**config.mk**
```make
export PLATFORM = sky130hd
export DESIGN_NAME = restart_intc
export DESIGN_NICKNAME = d
export VERILOG_FILES = /design/src/rtl/restart_intc_pkg.sv /design/src/rtl/intc_edge_latch.sv /design/src/rtl/intc_ctrl_regs.sv /design/src/rtl/intc_prio_pick.sv /design/src/rtl/restart_intc.sv
export SDC_FILE = /design/constraint.sdc
export NUM_CORES = 1
export LEC_CHECK = 0
export BUFFER_PORTS_ARGS = -buffer_cell sky130_fd_sc_hd__buf_4
export CORE_MARGIN = 1.5
export CORE_UTILIZATION = 30
export DETAILED_ROUTE_END_ITERATION = 10
export PLACE_DENSITY = 0.62
export SLEW_MARGIN = 20
export SYNTH_ARGS = -nofsm -noshare
export SYNTH_HDL_FRONTEND = slang
export SYNTH_SLANG_ARGS = --single-unit
```
**constraint.sdc**
```tcl
create_clock -name clk -period 2.4 [get_ports clk]
set_input_delay 0.48 -clock clk [delete_from_list [all_inputs] [get_ports clk]]
set_output_delay 0.48 -clock clk [all_outputs]
set_load 0.03 [all_outputs]
```
**src/rtl/restart_intc_pkg.sv**
```systemverilog
package restart_intc_pkg;
  localparam int NSRC     = 5;
  localparam int NRST     = 3;
  localparam int IDX_GEN  = 0;
  localparam int IDX_LO   = 1;
  localparam int IDX_MID  = 2;
  localparam int IDX_HI   = 3;
  localparam int IDX_TRAP = 4;

  // Restart address: level times eight plus four.
  function automatic logic [15:0] restart_vec(input logic [2:0] lvl);
    return {10'd0, lvl, 3'b100};
  endfunction

  // Map a one-hot grant onto its restart address; zero for none or general.
  function automatic logic [15:0] grant_vec(input logic [NSRC-1:0] g);
    if (g[IDX_TRAP])     return restart_vec(3'd4);
    else if (g[IDX_HI])  return restart_vec(3'd7);
    else if (g[IDX_MID]) return restart_vec(3'd6);
    else if (g[IDX_LO])  return restart_vec(3'd5);
    else                 return 16'd0;
  endfunction
endpackage

```
**src/rtl/intc_edge_latch.sv**
```systemverilog
module intc_edge_latch #(
  parameter bit STICKY = 1'b1
) (
  input  logic clk,
  input  logic rst_n,
  input  logic din,
  input  logic clr_i,
  output logic q_o
);
  logic prev_q;
  logic held_q;
  logic rise_w;

  assign rise_w = din & ~prev_q;

  always_ff @(posedge clk) begin
    if (!rst_n) begin
      prev_q <= 1'b0;
      held_q <= 1'b0;
    end else begin
      prev_q <= din;
      if (rise_w)                 held_q <= 1'b1;
      else if (clr_i)             held_q <= 1'b0;
      else if (!STICKY && !din)   held_q <= 1'b0;
    end
  end

  assign q_o = held_q;

  generate
    if (STICKY) begin : g_sticky
      // pending flag stays until serviced or cleared
      a_r8_pend_sticky: assert property (@(posedge clk) disable iff (!rst_n)
        (held_q && !clr_i) |=> held_q);
    end else begin : g_level
      // an armed trap implies the line was high on the previous cycle
      a_r7_armed_needs_level: assert property (@(posedge clk) disable iff (!rst_n)
        held_q |-> $past(din));
    end
  endgenerate
endmodule

```
**src/rtl/intc_ctrl_regs.sv**
```systemverilog
module intc_ctrl_regs #(
  parameter int NMSK = 3
) (
  input  logic            clk,
  input  logic            rst_n,
  input  logic            set_i,
  input  logic            clr_i,
  input  logic            take_i,
  input  logic            mask_we_i,
  input  logic [NMSK-1:0] mask_wdata_i,
  output logic            ie_o,
  output logic [NMSK-1:0] mask_o
);
  logic            ie_q;
  logic [NMSK-1:0] mask_q;

  always_ff @(posedge clk) begin
    if (!rst_n) begin
      ie_q   <= 1'b0;
      mask_q <= '1;
    end else begin
      if (take_i)     ie_q <= 1'b0;
      else if (clr_i) ie_q <= 1'b0;
      else if (set_i) ie_q <= 1'b1;
      if (mask_we_i)  mask_q <= mask_wdata_i;
    end
  end

  assign ie_o   = ie_q;
  assign mask_o = mask_q;

  // acceptance always leaves the enable cleared
  a_r5_take_clears: assert property (@(posedge clk) disable iff (!rst_n)
    take_i |=> !ie_q);
endmodule

```
**src/rtl/intc_prio_pick.sv**
```systemverilog
module intc_prio_pick #(
  parameter int N = 5
) (
  input  logic [N-1:0] req_i,
  output logic [N-1:0] grant_o,
  output logic         any_o
);
  always_comb begin
    grant_o = '0;
    for (int i = 0; i < N; i++) begin
      if (req_i[i]) grant_o = N'(1) << i;
    end
  end

  assign any_o = |req_i;
endmodule

```
**src/rtl/restart_intc.sv**
```systemverilog
module restart_intc
  import restart_intc_pkg::*;
#(
  parameter int ADDR_W = 16
) (
  input  logic              clk,
  input  logic              rst_n,
  input  logic              trap_i,
  input  logic              rq_hi_i,
  input  logic              rq_mid_i,
  input  logic              rq_lo_i,
  input  logic              gen_req_i,
  input  logic              sample_i,
  input  logic              ena_set_i,
  input  logic              ena_clr_i,
  input  logic              mask_we_i,
  input  logic [NRST-1:0]   mask_wdata_i,
  input  logic              hi_pend_clr_i,
  output logic              take_o,
  output logic [NSRC-1:0]   src_o,
  output logic              vec_valid_o,
  output logic [ADDR_W-1:0] vec_o,
  output logic              ack_o,
  output logic              pc_hold_o,
  output logic              ie_o,
  output logic [NRST-1:0]   mask_o,
  output logic              hi_pend_o
);
  logic            trap_armed_w;
  logic            hi_pend_w;
  logic            ie_w;
  logic [NRST-1:0] mask_w;
  logic [NSRC-1:0] elig_w;
  logic [NSRC-1:0] req_w;
  logic [NSRC-1:0] grant_w;
  logic            accept_w;

  intc_edge_latch #(.STICKY(1'b0)) u_trap_edge (
    .clk(clk), .rst_n(rst_n), .din(trap_i),
    .clr_i(grant_w[IDX_TRAP]), .q_o(trap_armed_w));

  intc_edge_latch #(.STICKY(1'b1)) u_hi_edge (
    .clk(clk), .rst_n(rst_n), .din(rq_hi_i),
    .clr_i(grant_w[IDX_HI] | hi_pend_clr_i), .q_o(hi_pend_w));

  intc_ctrl_regs #(.NMSK(NRST)) u_ctrl (
    .clk(clk), .rst_n(rst_n), .set_i(ena_set_i), .clr_i(ena_clr_i),
    .take_i(accept_w), .mask_we_i(mask_we_i), .mask_wdata_i(mask_wdata_i),
    .ie_o(ie_w), .mask_o(mask_w));

  assign elig_w[IDX_TRAP] = trap_armed_w & trap_i;
  assign elig_w[IDX_HI]   = hi_pend_w & ie_w & ~mask_w[2];
  assign elig_w[IDX_MID]  = rq_mid_i  & ie_w & ~mask_w[1];
  assign elig_w[IDX_LO]   = rq_lo_i   & ie_w & ~mask_w[0];
  assign elig_w[IDX_GEN]  = gen_req_i & ie_w;

  assign req_w = sample_i ? elig_w : '0;

  intc_prio_pick #(.N(NSRC)) u_pick (
    .req_i(req_w), .grant_o(grant_w), .any_o(accept_w));

  logic              take_q;
  logic [NSRC-1:0]   src_q;
  logic              vvld_q;
  logic [ADDR_W-1:0] vec_q;
  logic              ack_q;

  always_ff @(posedge clk) begin
    if (!rst_n) begin
      take_q <= 1'b0;
      src_q  <= '0;
      vvld_q <= 1'b0;
      vec_q  <= '0;
      ack_q  <= 1'b0;
    end else begin
      take_q <= accept_w;
      src_q  <= grant_w;
      vvld_q <= accept_w & ~grant_w[IDX_GEN];
      vec_q  <= ADDR_W'(grant_vec(grant_w));
      ack_q  <= grant_w[IDX_GEN];
    end
  end

  assign take_o      = take_q;
  assign src_o       = src_q;
  assign vec_valid_o = vvld_q;
  assign vec_o       = vec_q;
  assign ack_o       = ack_q;
  assign pc_hold_o   = ack_q;
  assign ie_o        = ie_w;
  assign mask_o      = mask_w;
  assign hi_pend_o   = hi_pend_w;

  a_r1_single_grant: assert property (@(posedge clk) disable iff (!rst_n)
    $onehot0(src_o) && (take_o == (|src_o)));
  a_r2_take_after_sample: assert property (@(posedge clk) disable iff (!rst_n)
    take_o |-> $past(sample_i));
  a_r3_trap_level_high: assert property (@(posedge clk) disable iff (!rst_n)
    src_o[IDX_TRAP] |-> $past(trap_i));
  a_r4_maskable_needs_ie: assert property (@(posedge clk) disable iff (!rst_n)
    (|src_o[IDX_HI:IDX_GEN]) |-> $past(ie_o));
  a_r5_ie_low_after_take: assert property (@(posedge clk) disable iff (!rst_n)
    take_o |-> !ie_o);
  a_r6_ack_pairing: assert property (@(posedge clk) disable iff (!rst_n)
    ack_o |-> (pc_hold_o && !vec_valid_o && take_o));
endmodule

```
==> summary.txt <==
GRT
  • Initial antenna violation count: 0
  • Largest net degree at the start of global routing: 11
  • GR Util All Layers: 0.112
  • Vias in the first global route: 536
  • Grt total ovfl: 0
  • First-pass GRT wire length: 2310 µm

STA
  • RSZ-0062 raised after global routing: false
  • Final Hold Vio Count: 0
  • Pins Over Slew Limit: 0
  • Fmax: 631 MHz
  • Worst clock skew: 0.00188 ns
  • Final min period: 1.59 ns
  • Final setup violation count: 0
  • Final Cycle Share: 0.661
  • Setup TNS Final: 0 ns

Drt
  • Routed vias/inst: 4.40
  • Total Wirelength: 1510 µm
  • DRC Markers: 0
  • Drt pass-1 iters: 4
  • Drt wl/cell: 11.2 µm
  • Final ANT Viol Nets: 0
  • Vias after detailed routing: 594
  • DRT iter0 DRCs: 7

Finish
  • NumNets Final: 121
  • Max reg flops: 5
  • Post-route insts no fill: 135
  • Total of fill cells in the finished design: 266
  • # diodes: 0
  • Area Overhead vs Synth: 26.4%
  • Share of cells above drive strength 1: 0.429

Pwr
  • Cell internal pwr: 438 µW
  • PD cells: 587 nW/µm²
  • Leakage: 0.509 nW
  • Switching pwr: 166 µW
  • Clock network fraction of total power: 0.302
  • Comb pwr share: 0.172
  • Sw frac: 0.275
  • Maximum VDD drop: 0.000231 V
  • Reg power frac: 0.526

Critical path
  • Arr. time, crit path: 1.11 ns
  • Setup crit end kind: output port
  • CP Max Fanout: 8
  • Req. time, crit path: 1.92 ns
  • CP bufs+invs: 1
  • Critical path class: reg -> out
  • Worst path slowest cell: dfxtp_1
  • Largest delay share family, worst path: flip-flops
  • CP Launch Type: register
  • CP max stage delay: 0.58 ns
  • Worst-path cell chain: buf_4

Synth
  • Synth Area in Adders: 0
  • Syn_area_per_cell: 10.7 µm²
  • Compound-cell area share of the yosys netlist: 0.103
  • Sequential-to-total area share from yosys stat: 0.442
  • Synth Area in XOR/XNOR: 0
  • Netlist cell types: 27
  • Simple-Gate Fraction of Synth Area: 0.240
  • Multiplexer area fraction after synthesis: 0.0246
  • Mapped cell area: 815 µm²
  • Largest family of logic cells by synthesized area: simple AND/OR/NAND/NOR gates
  • Synthesized instance count: 76
  • Synth Register Bits: 18
  • Ys Warns: 0

Floorplanning
  • Die ar.: 3040 µm²
  • Core area: 2520 µm²
  • Die W: 55.1 µm
  • DIE HEIGHT: 55.1 µm
  • Top Ports: 45
  • # rows: 18
  • Starting Density: 0.323

CTS
  • Root Driver: clkbuf_4
  • H-tree levels: 1
  • Hold_buf cts: 0
  • Clock tree buffer depth: 2
  • Worst-Skew Late Latency: 0.28 ns
  • CTS clk-pin slew, worst paths: 0.10 ns
  • Post-CTS Resized: 0
  • Num CTS Buffers: 3
  • Setup Buffers After CTS: 0
  • CTS tree: yes
  • TritonCTS Sinks: 18

Placement
  • # port buffers: 32
  • GPL Wtd Cong: 0.733
  • Dpl cells: 131
  • HPWL Detailed: 1200 µm

Run status
  • Status: finished clean

Job
  • Maxcap violations: 0

Worst hold path
  • Class of the worst hold path: in -> reg
final cells by class:
| cell class | count | area, µm² | area share |
|---|---|---|---|
| Multi-Input combinational cell | 48 | 344 | 0.334 |
| Tap cell | 30 | 37.5 | 0.0365 |
| Clock buffer | 4 | 36.3 | 0.0352 |
| Timing Repair Buffer | 32 | 240 | 0.233 |
| Sequential cell | 18 | 360 | 0.350 |
| Inverter | 3 | 11.3 | 0.0109 |
routing by layer:
| metal | vias to the layer above | global-route usage | routed length [µm] | part of all wire |
|---|---|---|---|---|
| li1 | 293 | - | - | - |
| met1 | 272 | 0.123 | 597 | 0.40 |
| met2 | 27 | 0.175 | 741 | 0.49 |
| met3 | 2 | 0.0430 | 156 | 0.10 |
| met4 | 0 | 0.0813 | 12 | 0.0080 |
| met5 | - | 0 | 0 | 0 |
per-stage QoR:
step                      cell area (µm²)  hold slack [ns]  utilization  power (mW)  worst slack [ns]
after floorplan                       856            0.383            -       0.410              1.20
after global placement                993            0.392        0.394       0.427              1.16
after detailed placement              993            0.405        0.394       0.429              1.11
after CTS                            1030            0.353        0.408       0.612             0.808
after global routing                 1030            0.346        0.408       0.639             0.761
final                                1030            0.361        0.408       0.604             0.814
cell usage after synthesis:
cell type	count	share of area
a21oi_2	1	0.011
a41oi_1	3	0.032
a21o_1	1	0.0092
inv_1	3	0.014
buf_6	2	0.028
o211ai_1	2	0.018
conb_1	1	0.0046
nand4_4	1	0.026
nand2_1	6	0.028
mux2i_1	2	0.025
and2_1	1	0.0077
nand2b_1	1	0.0077
a21boi_1	1	0.0092
o32ai_1	1	0.011
nor2b_2	1	0.011
nand3_1	2	0.012
buf_2	1	0.0061
nand3_2	1	0.012
buf_4	15	0.14
and3_2	1	0.0092
nor3_2	1	0.012
a21oi_1	2	0.012
dfxtp_1	18	0.44
nor2_1	4	0.018
nand4_1	1	0.0077
nand4b_4	2	0.058
nor4b_4	1	0.029
cell usage in the layout, fill, tap and decap left out:
cell	instances
a21oi_1	2
mux2i_1	2
a21o_1	1
nand2_1	6
nor3_2	1
nor2b_2	1
nor2_1	4
a21oi_2	1
clkbuf_4	3
buf_4	32
nand4_4	1
nand3_1	2
and3_2	1
inv_1	3
o32ai_1	1
a41oi_1	3
nand2b_1	1
nand4b_4	2
and2_1	1
nand3_2	1
nor4b_4	1
dfxtp_1	18
a21boi_1	1
nand4_1	1
clkbuf_8	1
o211ai_1	2
conb_1	12
cell families after synthesis:
group / count (synthesis)
buf+inv: 21
simple gates: 23
compound gates: 11
mux: 2
other cells: 1
flops: 18
power by group through the flow:
stage	registers [mW]	clock network [mW]	logic, mW
after floorplan	0.336	0	0.0737
after global placement	0.325	0	0.102
after detailed placement	0.325	0	0.104
after CTS	0.318	0.189	0.104
after global routing	0.320	0.208	0.111
final	0.318	0.183	0.104
path summary, 6_finish.rpt:
kind | cells after the start | slack (ns) | start | to
setup / recovery | 1 | 0.81 | u_ctrl.ie_o$_SDFFE_PP0P_ | ie_o
hold / removal | 2 | 0.36 | ena_clr_i | u_ctrl.ie_o$_SDFFE_PP0P_
setup reg to reg | 3 | 1.20 | u_ctrl.ie_o$_SDFFE_PP0P_ | vec_o[4]$_SDFF_PP0_
hold reg to reg | 1 | 0.41 | u_trap_edge.prev_q$_SDFF_PN0_ | u_trap_edge.q_o$_SDFFE_PN0P_
(Power assumes the default switching activity.)
